File: config.mk
export PLATFORM = sky130hd
export DESIGN_NAME = seg_xlate
export DESIGN_NICKNAME = d
export VERILOG_FILES = /design/src/rtl/seg_xlate_pkg.sv /design/src/rtl/seg_xlate_regs.sv /design/src/rtl/seg_xlate_pick.sv /design/src/rtl/seg_xlate_calc.sv /design/src/rtl/seg_xlate.sv
export SDC_FILE = /design/constraint.sdc
export NUM_CORES = 1
export LEC_CHECK = 0
export CORE_MARGIN = 2
export CORE_UTILIZATION = 40
export DETAILED_ROUTE_END_ITERATION = 8
export DONT_BUFFER_PORTS = 1
export HOLD_SLACK_MARGIN = 0.1
export MAX_ROUTING_LAYER = met4
export REMOVE_ABC_BUFFERS = 1
export SLEW_MARGIN = 25
export SYNTH_ARGS = -nofsm -noshare
export SYNTH_HDL_FRONTEND = slang
export SYNTH_HIERARCHICAL = 1
export SYNTH_SLANG_ARGS = --single-unit
File: constraint.sdc
create_clock -name clk -period 4.6 [get_ports clk]
set_input_delay 0 -clock clk [delete_from_list [all_inputs] [get_ports clk]]
set_output_delay 0 -clock clk [all_outputs]
set_load 0.005 [all_outputs]
File: src/rtl/seg_xlate_pkg.sv
package seg_xlate_pkg;
  localparam logic [1:0] MODE_REAL = 2'b00;
  localparam logic [1:0] MODE_PROT = 2'b01;

  localparam logic [1:0] KIND_FETCH = 2'd0;
  localparam logic [1:0] KIND_DATA  = 2'd1;
  localparam logic [1:0] KIND_STACK = 2'd2;
  localparam logic [1:0] KIND_EXPL  = 2'd3;

  localparam int SEG_CODE  = 0;
  localparam int SEG_DATA  = 1;
  localparam int SEG_STACK = 2;

  localparam logic [15:0] CS_AT_RESET = 16'hF000;
  localparam logic [15:0] IP_AT_RESET = 16'hFFF0;
  localparam int          REAL_SHIFT  = 4;
endpackage

File: src/rtl/seg_xlate_regs.sv
module seg_xlate_regs
  import seg_xlate_pkg::*;
#(
  parameter int SEL_W  = 16,
  parameter int OFF_W  = 32,
  parameter int FLAG_W = 4,
  parameter int NSEG   = 6,
  parameter int IDX_W  = 3
) (
  input  logic                         clk,
  input  logic                         rst_n,
  input  logic                         wr_en,
  input  logic [IDX_W-1:0]             wr_seg,
  input  logic [SEL_W-1:0]             wr_sel,
  input  logic                         load_desc,
  input  logic [OFF_W-1:0]             desc_base,
  input  logic [OFF_W-1:0]             desc_limit,
  input  logic [FLAG_W-1:0]            desc_flags,
  input  logic                         ip_wr_en,
  input  logic [OFF_W-1:0]             ip_wr,
  output logic [NSEG-1:0][SEL_W-1:0]   sel_q,
  output logic [NSEG-1:0][OFF_W-1:0]   base_q,
  output logic [NSEG-1:0][OFF_W-1:0]   limit_q,
  output logic [NSEG-1:0][FLAG_W-1:0]  flags_q,
  output logic [OFF_W-1:0]             ip_q
);
  localparam logic [OFF_W-1:0] LIMIT_RST = OFF_W'({SEL_W{1'b1}});

  for (genvar g = 0; g < NSEG; g++) begin : g_seg
    localparam logic [SEL_W-1:0] SEL_RST = (g == SEG_CODE) ? SEL_W'(CS_AT_RESET) : '0;
    logic             hit, cap;
    logic [SEL_W-1:0] sel_d;

    always_comb begin
      hit   = wr_en && (wr_seg == IDX_W'(g));
      cap   = hit && load_desc;
      sel_d = hit ? wr_sel : sel_q[g];
    end

    always_ff @(posedge clk or negedge rst_n) begin
      if (!rst_n) begin
        sel_q[g]   <= SEL_RST;
        base_q[g]  <= '0;
        limit_q[g] <= LIMIT_RST;
        flags_q[g] <= '0;
      end else begin
        sel_q[g] <= sel_d;
        if (cap) begin
          base_q[g]  <= desc_base;
          limit_q[g] <= desc_limit;
          flags_q[g] <= desc_flags;
        end
      end
    end
  end

  logic [OFF_W-1:0] ip_d;
  always_comb ip_d = ip_wr_en ? ip_wr : ip_q;

  always_ff @(posedge clk or negedge rst_n) begin
    if (!rst_n) ip_q <= OFF_W'(IP_AT_RESET);
    else        ip_q <= ip_d;
  end
endmodule

File: src/rtl/seg_xlate_pick.sv
module seg_xlate_pick
  import seg_xlate_pkg::*;
#(
  parameter int SEL_W  = 16,
  parameter int OFF_W  = 32,
  parameter int FLAG_W = 4,
  parameter int NSEG   = 6,
  parameter int IDX_W  = 3
) (
  input  logic [1:0]                   kind,
  input  logic [IDX_W-1:0]             seg_idx,
  input  logic [OFF_W-1:0]             acc_off,
  input  logic [OFF_W-1:0]             ip_q,
  input  logic [NSEG-1:0][SEL_W-1:0]   sel_q,
  input  logic [NSEG-1:0][OFF_W-1:0]   base_q,
  input  logic [NSEG-1:0][OFF_W-1:0]   limit_q,
  input  logic [NSEG-1:0][FLAG_W-1:0]  flags_q,
  output logic                         idx_ok,
  output logic [SEL_W-1:0]             sel,
  output logic [OFF_W-1:0]             base,
  output logic [OFF_W-1:0]             limit,
  output logic [FLAG_W-1:0]            flags,
  output logic [OFF_W-1:0]             off
);
  logic [IDX_W-1:0] pick, safe;

  always_comb begin
    unique case (kind)
      KIND_FETCH: pick = IDX_W'(SEG_CODE);
      KIND_DATA:  pick = IDX_W'(SEG_DATA);
      KIND_STACK: pick = IDX_W'(SEG_STACK);
      default:    pick = seg_idx;
    endcase
    idx_ok = (pick < IDX_W'(NSEG));
    safe   = idx_ok ? pick : '0;
    sel    = sel_q[safe];
    base   = base_q[safe];
    limit  = limit_q[safe];
    flags  = flags_q[safe];
    off    = (kind == KIND_FETCH) ? ip_q : acc_off;
  end
endmodule

File: src/rtl/seg_xlate_calc.sv
module seg_xlate_calc
  import seg_xlate_pkg::*;
#(
  parameter int SEL_W = 16,
  parameter int OFF_W = 32
) (
  input  logic [1:0]       mode,
  input  logic [SEL_W-1:0] sel,
  input  logic [OFF_W-1:0] base,
  input  logic [OFF_W-1:0] limit,
  input  logic [OFF_W-1:0] off,
  output logic [OFF_W-1:0] addr,
  output logic             over
);
  localparam int REAL_W = SEL_W + REAL_SHIFT;

  logic [REAL_W-1:0] real_sum;

  always_comb begin
    real_sum = {sel, {REAL_SHIFT{1'b0}}} + {{REAL_SHIFT{1'b0}}, off[SEL_W-1:0]};
    over     = 1'b0;
    if (mode == MODE_REAL) begin
      addr = OFF_W'(real_sum);
    end else if (mode == MODE_PROT) begin
      addr = base + off;
      over = (off > limit);
    end else begin
      addr = off;
    end
  end
endmodule

File: src/rtl/seg_xlate.sv
module seg_xlate
  import seg_xlate_pkg::*;
#(
  parameter int SEL_W  = 16,
  parameter int OFF_W  = 32,
  parameter int FLAG_W = 4
) (
  input  logic               clk,
  input  logic               rst_n,
  input  logic [1:0]         mode_i,
  input  logic               wr_en_i,
  input  logic [2:0]         wr_seg_i,
  input  logic [SEL_W-1:0]   wr_sel_i,
  output logic [SEL_W-4:0]   desc_idx_o,
  input  logic [OFF_W-1:0]   desc_base_i,
  input  logic [OFF_W-1:0]   desc_limit_i,
  input  logic [FLAG_W-1:0]  desc_flags_i,
  input  logic               ip_wr_en_i,
  input  logic [OFF_W-1:0]   ip_wr_i,
  output logic [OFF_W-1:0]   ip_o,
  input  logic               acc_valid_i,
  input  logic [1:0]         acc_kind_i,
  input  logic [2:0]         acc_seg_i,
  input  logic [OFF_W-1:0]   acc_off_i,
  output logic               lin_valid_o,
  output logic               fault_o,
  output logic [OFF_W-1:0]   lin_addr_o,
  output logic [FLAG_W-1:0]  seg_flags_o
);
  localparam int NSEG  = 6;
  localparam int IDX_W = 3;

  logic [NSEG-1:0][SEL_W-1:0]  sel_q;
  logic [NSEG-1:0][OFF_W-1:0]  base_q, limit_q;
  logic [NSEG-1:0][FLAG_W-1:0] flags_q;
  logic [OFF_W-1:0]            ip_q;

  assign desc_idx_o = wr_sel_i[SEL_W-1:3];
  assign ip_o       = ip_q;

  seg_xlate_regs #(.SEL_W(SEL_W), .OFF_W(OFF_W), .FLAG_W(FLAG_W),
                   .NSEG(NSEG), .IDX_W(IDX_W)) u_regs (
    .clk(clk), .rst_n(rst_n),
    .wr_en(wr_en_i), .wr_seg(wr_seg_i), .wr_sel(wr_sel_i),
    .load_desc(mode_i == MODE_PROT),
    .desc_base(desc_base_i), .desc_limit(desc_limit_i), .desc_flags(desc_flags_i),
    .ip_wr_en(ip_wr_en_i), .ip_wr(ip_wr_i),
    .sel_q(sel_q), .base_q(base_q), .limit_q(limit_q), .flags_q(flags_q),
    .ip_q(ip_q)
  );

  logic              idx_ok, over;
  logic [SEL_W-1:0]  p_sel;
  logic [OFF_W-1:0]  p_base, p_limit, p_off, addr;
  logic [FLAG_W-1:0] p_flags;

  seg_xlate_pick #(.SEL_W(SEL_W), .OFF_W(OFF_W), .FLAG_W(FLAG_W),
                   .NSEG(NSEG), .IDX_W(IDX_W)) u_pick (
    .kind(acc_kind_i), .seg_idx(acc_seg_i), .acc_off(acc_off_i), .ip_q(ip_q),
    .sel_q(sel_q), .base_q(base_q), .limit_q(limit_q), .flags_q(flags_q),
    .idx_ok(idx_ok), .sel(p_sel), .base(p_base), .limit(p_limit),
    .flags(p_flags), .off(p_off)
  );

  seg_xlate_calc #(.SEL_W(SEL_W), .OFF_W(OFF_W)) u_calc (
    .mode(mode_i), .sel(p_sel), .base(p_base), .limit(p_limit),
    .off(p_off), .addr(addr), .over(over)
  );

  logic              valid_d, fault_d;
  logic [OFF_W-1:0]  addr_d;
  logic [FLAG_W-1:0] flags_d;

  always_comb begin
    valid_d = acc_valid_i && idx_ok && !over;
    fault_d = acc_valid_i && (!idx_ok || over);
    addr_d  = acc_valid_i ? addr    : lin_addr_o;
    flags_d = acc_valid_i ? p_flags : seg_flags_o;
  end

  always_ff @(posedge clk or negedge rst_n) begin
    if (!rst_n) begin
      lin_valid_o <= 1'b0;
      fault_o     <= 1'b0;
      lin_addr_o  <= '0;
      seg_flags_o <= '0;
    end else begin
      lin_valid_o <= valid_d;
      fault_o     <= fault_d;
      lin_addr_o  <= addr_d;
      seg_flags_o <= flags_d;
    end
  end
endmodule

Yosys cells after proc, flatten, opt, wreduce, memory -nomap -nowiden
Cells that the tools add are included.

Add/sub/neg operators: 2. Eq/ne operators: 8. Reductions and logical operators: 21. Muxes and demuxes: 15. $lt $le $gt $ge: 3.

Operators with widths (count): binary-select mux 32 bit (select 3 bit) (2); 2-to-1 mux 32 bit (5); binary-select mux 16 bit (select 3 bit) (1); adder 32 bit (1); > comparator 32 bit (1); adder 20 x 16 -> 20 bit (1); 2-to-1 mux 16 bit (1); logical AND 1 bit (15); binary-select mux 4 bit (select 3 bit) (1); case mux 3 bit (3 select lines) (1); equality test 3 x 2 -> 1 bit (second input constant) (2); equality test 3 bit (second input constant) (2); equality test 2 x 1 -> 1 bit (second input constant) (2); logical NOT 2 bit (2); < comparator 3 x 4 -> 1 bit (second input constant) (1); 2-to-1 mux 4 bit (1); equality test 3 x 1 -> 1 bit (second input constant) (1); logical NOT 3 bit (1); < comparator 3 bit (second input constant) (1); 2-to-1 mux 3 bit (1); equality test 2 bit (second input constant) (1); logical NOT 1 bit (2); 2-to-1 mux 1 bit (2); logical OR 1 bit (1).

Output and inout bits: 83. Input bits: 163. Logic and storage cells: 78. Bits in registers: 574.

Depth between registers and ports, before layout
Gate-level depths: netlist (run 1).

Word-level depth: 11. Gate-level depth with buffers: 22. Depth with buffers taken out: 18.

Hierarchy
Netlist (run 1), hierarchy kept.

By module, submodules not included: seg_xlate_regs (area an instance 19985.4 um^2, seq. area each 13553.0 um^2, times used 1, cells an instance 1147); seg_xlate_pick (area an instance 5002.3 um^2, seq. area each 0.0 um^2, times used 1, cells an instance 543); seg_xlate_calc (area an instance 3389.5 um^2, seq. area each 0.0 um^2, times used 1, cells an instance 487); seg_xlate (area an instance 1584.0 um^2, seq. area each 950.9 um^2, times used 1, cells an instance 95).

Worst setup path before layout (run 1)
OpenSTA, ideal clock, no wires.

Path kind: in2reg. Start: input port acc_kind_i[0]. End: register lin_addr_o[24]. Arrival: 3.597 ns. Stages: 21. Path buffers: 4. Slack: 0.878 ns. Required time: 4.475 ns. Library setup time: 0.125 ns. Path through: buf_2 -> inv_2 -> a21o_1 -> buf_4 -> buf_6 -> buf_8 -> mux2i_1 -> a221oi_2 -> ha_1 -> fa_1 -> a21o_1 -> a21oi_1 -> o21bai_1 -> a211oi_1 -> nor4_1 -> nor4b_1 -> o21ai_1 -> a21oi_1 -> xor2_1 -> o21ai_1 -> mux2_2.

Longest elaborated chain between the ends: 9. Elaborated cells on any way between the ends: 12. Those cells by class: add/sub: 1; order compare: 1; eq/ne: 2; mux: 7; reduce/logical: 1.

RTL lines: start, declared (RTL line seg_xlate.sv:22) `input logic [1:0] acc_kind_i,`; equality test 2 bit, or another cell as far along (RTL line seg_xlate_pick.sv:28) `unique case (kind)`; case mux 3 bit (3 select lines) (*) (RTL line seg_xlate_pick.sv:28); < comparator 3 bit (RTL line seg_xlate_pick.sv:34) `idx_ok = (pick < IDX_W'(NSEG));`; 2-to-1 mux 3 bit (*) (RTL line seg_xlate_pick.sv:35) `safe = idx_ok ? pick : '0;`; binary-select mux 32 bit (select 3 bit) (*) (RTL line seg_xlate_pick.sv:37) `base = base_q[safe];`; 2-to-1 mux 32 bit (implied by the code) (*) (RTL line seg_xlate_pick.sv:37); net p_base[0] (RTL line seg_xlate.sv:54) `logic [OFF_W-1:0] p_base, p_limit, p_off, addr;`; adder 32 bit (*) (RTL line seg_xlate_calc.sv:25) `addr = base + off;`; 2-to-1 mux 32 bit (*) (RTL line seg_xlate_calc.sv:24) `end else if (mode == MODE_PROT) begin`; 2-to-1 mux 32 bit (*) (RTL line seg_xlate_calc.sv:22) `if (mode == MODE_REAL) begin`; net addr[24] (RTL line seg_xlate.sv:54); end signal, assigned (RTL line seg_xlate.sv:90) `lin_addr_o <= addr_d;`; end, declared (RTL line seg_xlate.sv:27) `output logic [OFF_W-1:0] lin_addr_o,`.

The timed path passes the listed nets; every way through them passes the cells marked *. The select of a mux whose other input is x is not followed. A chain may end at the register's enable or synchronous reset.

Final worst setup path (run 1)
Start: register u_regs/base_q[70] (netlist bit). End: register lin_addr_o[31].

Longest elaborated chain between the ends: 5.

RTL lines: start, declared (RTL line seg_xlate_regs.sv:22) `output logic [NSEG-1:0][OFF_W-1:0] base_q,`; start signal, assigned by index (RTL line seg_xlate_regs.sv:49) `base_q[g] <= desc_base;`; binary-select mux 32 bit (select 3 bit) (RTL line seg_xlate_pick.sv:37); 2-to-1 mux 32 bit (implied by the code) (RTL line seg_xlate_pick.sv:37); net p_base[6] (RTL line seg_xlate.sv:54); adder 32 bit (RTL line seg_xlate_calc.sv:25); 2-to-1 mux 32 bit (RTL line seg_xlate_calc.sv:24); 2-to-1 mux 32 bit (RTL line seg_xlate_calc.sv:22); net addr[31] (RTL line seg_xlate.sv:54).

The timed path passes the listed nets, and every way through them passes these cells. The select of a mux whose other input is x is not followed.

==> metrics.md, run 1 <==
| Metric | Value |
|---|---|
| Layout Skew | `0.01950 ns` |
| Initial antenna violation count | `9` |
| Max-Cap Viols | `0` |
| H-Tree Depth | `3` |
| Hold_buf cts | `a little under 200` |
| Worst path max stage delay | `roughly 0.54 ns` |
| DIE AREA | `about 77000 sq um` |
| Routed WL per cell | `roughly 26 um` |
| Die Y | `277.7 um` |
| Synth top area cells | `dfrtp_1 (39%), mux2_2 (21%), dfstp_2 (9.8%)` |
| Crit end category | `register` |
| Die W | `277.7 um` |
| Util after Layout | `0.4740` |
| Fin. Hold Viols | `511` |
| Antenna viol nets, final | `0` |
| Yosys top cell area share | `0.3859` |
| Worst-path clk slew | `0.06 ns` |
| Slew @ Worst Pin | `~2.1 ns` |
| Avg Inst Size Synth | `approximately 13 sq um` |
| Initial Utilization | `0.4031` |
| Std-Cell Rows | `100` |
| Pwr/cell area | `447.4 nW/um^2` |
| CTS tree | `done` |
| Top_reg_cell synth | `dfrtp_1` |
| CP Class | `reg2reg` |
| Number of global-route vias before repair | `21540` |
| Final slew viol count | `approximately 220` |
| Yosys warnings | `6` |
| Drt total wl | `~89 mm` |
| Worst-path cell chain | `o211a_1 > a211oi_1 > a221oi_2 > ha_1 > o211ai_1 > a211oi_2 > a21o_1 > a31oi_4 > a21oi_2 > nand2b_1 > a31oi_1 > xor2_1 > mux2_1 > a22o_1 > dlygate4sd3_1 > mux2_2` |
| Yosys reg bits | `574` |
| RSZ-0062 raised after global routing | `no` |
| Worst VDD drop | `around 0.00029 V` |
| # Post-CTS Setup Buffers | `0` |
| Vias per inst | `5.867` |
| Share of cells above drive strength 1 | `0.3649` |
| Finish-stage setup viols | `0` |
| Worst R2R Setup Slack | `0.43 ns` |
| Clk root buf | `clkbuf_16` |
| Rel. slew slack | `-0.3676` |
| Synth cell types | `72` |
| Detail Placement HPWL | `54.80 mm` |
| Gr ovfl total | `0` |
| Cts repair resizes | `0` |
| Overall routing resource usage | `0.2365` |
| Routed vias | `20290` |
| Largest area contributor in the synthesized netlist | `dfrtp_1` |
| Gpl congestion | `0.8710` |
| HP Class | `in2async` |
| Port bufs | `0` |
| Total CTS buffers | `68` |
| Crit path time final | `around 4.2 ns` |
| Post-synthesis sequential area ratio | `0.4841` |
| Asr flop ratio synth | `1.000` |
| Largest net degree at the start of global routing | `575` |
| Worst skew pair latency | `approximately 0.61 ns` |
| Fin Hold WS | `-0.8986 ns` |
| Pre-antenna DRT Iters | `5` |
| Failing checks | `negative hold slack, max-slew violations` |
| Outcome | `complete, but fails checks` |
| Top Ports | `246` |
| Tcrit/Tclk final | `0.9073` |
| Fmax | `239.6 MHz` |
| Crit Path Max Fanout | `7` |
| Post-Syn Area | `29960 sq um` |
| Core Area | `74320 sq um` |
| Slowest CP cell | `dlygate4sd3_1` |
| Crit path arrival time | `4.67 ns` |
| Crit start category | `register` |
| Worst path required time | `5.09 ns` |
| Number of DRC markers in iteration 0 | `1366` |
| Residual DRC | `0` |
| Synthesis-to-finish area growth | `17.57%` |
| Max Root-Sink Buffers | `3` |
| First-pass GRT wire length | `around 140 mm` |
| Final Net Count | `2669` |
| EDFF count, synth | `0` |
| CTS sink cnt | `574` |
| Cell leakage power | `16.30 nW` |
| Tot Pwr | `15.76 mW` |
| Post-Synthesis Cells | `approximately 2300` |
| Worst path bufs/invs | `1` |
| Largest delay share family, worst path | `compound AO/OA/AOI/OAI gates` |
[sequential cells by signal, summed over array words and instances (netlist names)]
signal / cells
seg_flags_o: 4
u_regs/base_q: 192
u_regs/sel_q: 96
u_regs/flags_q: 24
lin_addr_o: 32
lin_valid_o: 1
u_regs/ip_q: 32
fault_o: 1
u_regs/limit_q: 192
[synthesized netlist by cell type, types with 4 or more instances]
cell type / instances
o211ai_1: 5
inv_1: 49
or3_1: 7
nand2_1: 41
o21ai_1: 9
mux2i_1: 169
xnor2_1: 15
a221oi_2: 39
nand3_1: 9
buf_6: 9
o221ai_1: 21
mux2_1: 41
a21o_1: 32
clkbuf_1: 36
nor2b_1: 13
o21ai_0: 41
buf_8: 4
or2_2: 7
xor2_1: 20
o2111ai_1: 4
o21bai_1: 4
nand4_1: 11
a31oi_1: 5
buf_4: 21
buf_1: 8
mux2_2: 549
a21oi_1: 47
dfrtp_1: 462
buf_2: 83
ha_1: 75
nor2_1: 34
o21a_1: 13
nand2b_1: 12
mux2_4: 18
a211oi_1: 83
o211a_1: 76
a221oi_1: 34
dfstp_2: 112
nor3_1: 7
[per-stage QoR]
step	area [sq um]	setup WS [ns]	instances	TNS (ns)	hold WS, ns
2_1_floorplan	29050	-3.058	2110	-91.18	-0.2956
3_3_place_gp	30840	0.3616	3129	0	-0.2587
3_5_place_dp	30840	0.3130	3129	0	-0.2447
4_1_cts	35200	0.4103	3448	0	-0.8933
5_1_grt	35220	0.1467	3458	0	-0.9299
6_report	35230	0.4265	3459	0	-0.8986
[worst paths after layout]
| kind | from | end | depth (start not counted) |
|---|---|---|---|
| max | u_regs/base_q[70] | lin_addr_o[31] | 16 |
| min | rst_n | seg_flags_o[0] | 0 |
| max reg2reg | u_regs/base_q[70] | lin_addr_o[31] | 16 |
| min reg2reg | u_regs/base_q[157] | u_regs/base_q[157] | 1 |
| max in group asynchronous | rst_n | u_regs/ip_q[27] | 0 |
| min in group clk | acc_off_i[15] | lin_addr_o[15] | 5 |
[area by class of cell]
type	instances	area, sq um
fill	6547	39100
sequential	574	14500
clock inverter	20	334.1
clock buffer	101	1999
tap	969	1212
multi-input combinational	1486	14450
antenna	10	25.02
timing repair buffer	249	2515
inverter	50	187.7
[metal layers]
metal	global-route usage	part of all wire	up-vias	wire [um]
met1	0.3036	0.44	10690	38950
met5	-	0	-	0
met4	0.07277	0.031	0	2765
li1	-	-	8867	-
met2	0.3796	0.47	576	42300
met3	0.04422	0.057	156	5039
[cells in the final DEF, fill, tap and decap left out, drive strengths merged, types with 32 or more instances in the layout]
master and count:
a211oi 85, a21o 32, a21oi 49, a221oi 73
buf 55, clkbuf 101, dfrtp 462, dfstp 112
dlygate4sd3 194, ha 75, inv 52, mux2 608
mux2i 169, nand2 42, nor2 35, o211a 76
o21ai 51
[power by group]
group | leakage [nW] | internal [mW] | switching (mW)
logic | 8.21 | 1.75 | 1.63
registers | 6.96 | 6.17 | 0.552
clock network | 1.14 | 3.51 | 2.14
total | 16.3 | 11.4 | 4.32
[cells by family after synthesis]
family,Yosys count,share of synthesized area
AO/OA/AOI/OAI,440,0.1222
buffers and inverters,212,0.03654
XOR/XNOR,35,0.01023
AND/OR/NAND/NOR,157,0.02702
adder cells (fa/ha/maj),77,0.03266
flip-flops,574,0.4841
multiplexers,777,0.2872
[worst register-to-register path, stage by stage, from the launching register on]
cell           delay [ns]
dfrtp_1              0.38
o211a_1              0.13
a211oi_1             0.23
a221oi_2             0.07
ha_1                 0.44
o211ai_1             0.16
a211oi_2             0.28
a21o_1               0.26
a31oi_4              0.14
a21oi_2              0.19
nand2b_1             0.09
a31oi_1              0.20
xor2_1               0.19
mux2_1               0.33
a22o_1               0.18
dlygate4sd3_1        0.54
mux2_2               0.26
Note: power is estimated with default switching activity, not from simulation.
==> run 2: changes to the inputs <==
Settings changed: PLACE_DENSITY_LB_ADDON set to 0.05.
==> run 2 against run 1 <==
  * The flow still finishes with violations (negative hold slack, max-slew violations)
  * Register-to-register slack got worse by 0.099 ns
  * Core utilization down 0.14 points
  * Maximum frequency down 2.3%
  * Cell count about the same
  * Critical path depth is the same
  * Die area did not move
  * Wire length increased by 3.7%
==> metrics.md, run 2 (synthesized netlist as in run 1, its figures left out) <==
| Metric | Value |
|---|---|
| Outcome | `complete, but fails checks` |
| Failing checks | `negative hold slack, max-slew violations` |
| Layout Skew | `0.01757 ns (-0.001928 ns)` |
| Max Root-Sink Buffers | `3 (unchanged)` |
| Cell leakage power | `16.26 nW (-0.25%)` |
| Gpl congestion | `0.8111 (-6.9%)` |
| Finish-stage setup viols | `0 (unchanged)` |
| Final slew viol count | `355 (+65%)` |
| Overall routing resource usage | `0.2470 (+0.01049)` |
| Crit Path Max Fanout | `7 (unchanged)` |
| Antenna viol nets, final | `0 (unchanged)` |
| CTS sink cnt | `574 (unchanged)` |
| Largest net degree at the start of global routing | `575 (unchanged)` |
| Biggest regs | `u_regs/base_q x192, u_regs/limit_q x192, u_regs/sel_q x96` |
| Cts repair resizes | `0 (unchanged)` |
| Routed WL per cell | `26.73 um (+3.8%)` |
| Crit end category | `register` |
| Pre-antenna DRT Iters | `5 (unchanged)` |
| Number of global-route vias before repair | `21350 (-0.91%)` |
| WL met2 | `44.31 mm (+4.8%)` |
| Commonest non-fill, non-tap cell in the layout | `mux2_2` |
| RSZ-0062 raised after global routing | `no` |
| Util after Layout | `0.4725 (-0.001448)` |
| Top layer in use | `met4` |
| Fin. Hold Viols | `510 (-0.20%)` |
| Top Ports | `246 (unchanged)` |
| Worst-path cell chain | `o211a_1 > a211oi_1 > a221oi_2 > ha_1 > o211ai_1 > a211oi_2 > a21o_1 > a31oi_4 > a21oi_2 > nand2b_1 > a31oi_1 > xor2_1 > mux2_1 > a22o_1 > dlygate4sd3_1 > mux2_2` |
| Hold_buf cts | `193 (-2.5%)` |
| CTS tree | `done` |
| Fmax | `234.1 MHz (-2.3%)` |
| Met3 wire len | `3.645 mm (-28%)` |
| Detail Placement HPWL | `56.71 mm (+3.5%)` |
| Synthesis-to-finish area growth | `17.21%` |
| Std-Cell Rows | `100 (unchanged)` |
| Largest delay share family, worst path | `compound AO/OA/AOI/OAI gates` |
| Initial antenna violation count | `7 (-2)` |
| HP Class | `in2async` |
| Drt total wl | `92.39 mm (+3.7%)` |
| Setup slack at placement | `0.3341 ns (+0.02112 ns)` |
| Die W | `277.7 um (unchanged)` |
| Worst setup margin | `0.3276 ns (-0.09893 ns)` |
| Crit path time final | `4.272 ns (+0.09893 ns)` |
| Fin Hold WS | `-0.8629 ns (+0.03570 ns)` |
| H-Tree Depth | `3 (unchanged)` |
| Total CTS buffers | `69 (+1.5%)` |
| Crit path arrival time | `4.75 ns (+0.08 ns)` |
| DIE AREA | `77110 sq um (unchanged)` |
| Worst path bufs/invs | `1 (unchanged)` |
| Crit start category | `register` |
| Slew @ Worst Pin | `2.848 ns (+0.7965 ns)` |
| Final Net Count | `2670 (+0.037%)` |
| Gr ovfl total | `0 (unchanged)` |
| Max-Cap Viols | `0 (unchanged)` |
| Worst path required time | `5.08 ns (about the same)` |
| Core Area | `74320 sq um (unchanged)` |
| Slowest CP cell | `dlygate4sd3_1` |
| Vias per inst | `5.745 (-2.1%)` |
| Number of DRC markers in iteration 0 | `1128 (-17%)` |
| Initial Utilization | `0.4031 (unchanged)` |
| Met1 wire length | `42.74 mm (+9.7%)` |
| Worst path max stage delay | `0.54 ns (about the same)` |
| Routed vias | `19860 (-2.2%)` |
| Most frequent cells in the layout | `mux2_2 (549), dfrtp_1 (462), dlygate4sd3_1 (189), mux2i_1 (169), dfstp_2 (112)` |
| Rel. slew slack | `-0.8986 (-0.5310)` |
| Tcrit/Tclk final | `0.9288 (+0.02151)` |
| Worst skew pair latency | `0.60 ns (about the same)` |
| First-pass GRT wire length | `139.8 mm (+3.3%)` |
| Worst-path clk slew | `0.06 ns (about the same)` |
| Share of cells above drive strength 1 | `0.3661 (+0.001210)` |
| Die Y | `277.7 um (unchanged)` |
| Port bufs | `0 (unchanged)` |
| Residual DRC | `0 (unchanged)` |
| Worst VDD drop | `0.0002399 V (-18%)` |
| Pwr/cell area | `442.7 nW/um^2 (-1.0%)` |
| Clk root buf | `clkbuf_16` |
| Fillers | `6693 (+2.2%)` |
| CP Class | `reg2reg` |
## run 2: cell types whose count changed in the layout (fill, tap and decap cells not counted), sizes merged
cell	before	now
clkinvlp	1	4
buf	55	60
diode	10	7
bufinv	9	4
clkbuf	101	107
inv	52	50
clkinv	8	6
dlygate4sd3	194	189
## run 2: worst register-to-register path, stage by stage, from the launching register on
cell	delay [ns]
dfrtp_1	0.37
o211a_1	0.13
a211oi_1	0.25
a221oi_2	0.09
ha_1	0.46
o211ai_1	0.17
a211oi_2	0.28
a21o_1	0.26
a31oi_4	0.15
a21oi_2	0.20
nand2b_1	0.10
a31oi_1	0.21
xor2_1	0.19
mux2_1	0.33
a22o_1	0.17
dlygate4sd3_1	0.54
mux2_2	0.26
## run 2: worst paths after layout
check	start	end	slack, ns	cells past startpoint
max in group asynchronous	rst_n	u_regs/base_q[189]	3.26	0
worst max-delay path	u_regs/base_q[70]	lin_addr_o[31]	0.33	16
worst max register to register	u_regs/base_q[70]	lin_addr_o[31]	0.33	16
worst min-delay path	rst_n	u_regs/limit_q[51]	-0.86	0
min in group clk	acc_off_i[2]	lin_addr_o[2]	0.12	4
worst min register to register	u_regs/base_q[143]	u_regs/base_q[143]	0.49	1
## run 2: cell type report
class                      count  area (sq um)  share of cell area
antenna                        7         17.52           0.0004988
clock buffer                 107          2052             0.05843
clock inverter                14         183.9            0.005237
inverter                      50         188.9            0.005380
multi-input combinational   1486         14450              0.4116
sequential                   574         14500              0.4130
tap                          969          1212             0.03452
timing repair buffer         249          2505             0.07133
## run 2: where the power goes
part / switching (mW) / leakage, nW / internal (mW)
combinational: 1.62 / 8.22 / 1.76
sequential: 0.560 / 6.96 / 6.17
clock: 2.14 / 1.08 / 3.28
## run 2: timing repair
item,CTS,global route
endpoints found under the hold margin,1161,574
setup endpoints to repair,0,0
setup buffers,0,0
## run 2: per-stage QoR
stage               power (mW)  hold slack, ns  setup TNS [ns]  cell area, sq um  cells
finish                   15.55         -0.8629               0             35120   3456
global route             16.36         -0.8977               0             35120   3456
CTS                      15.72         -0.9042               0             35100   3449
detailed placement       9.943         -0.2522               0             30890   3135
global placement         9.845         -0.2575               0             30890   3135
floorplan                9.018         -0.2956          -91.18             29050   2110
## run 2: routing by layer
metal  vias up  track usage
met2       406       0.4014
met5         -            -
met4         0      0.05932
met1     10490       0.3258
met3        95      0.03605
li1       8870            -
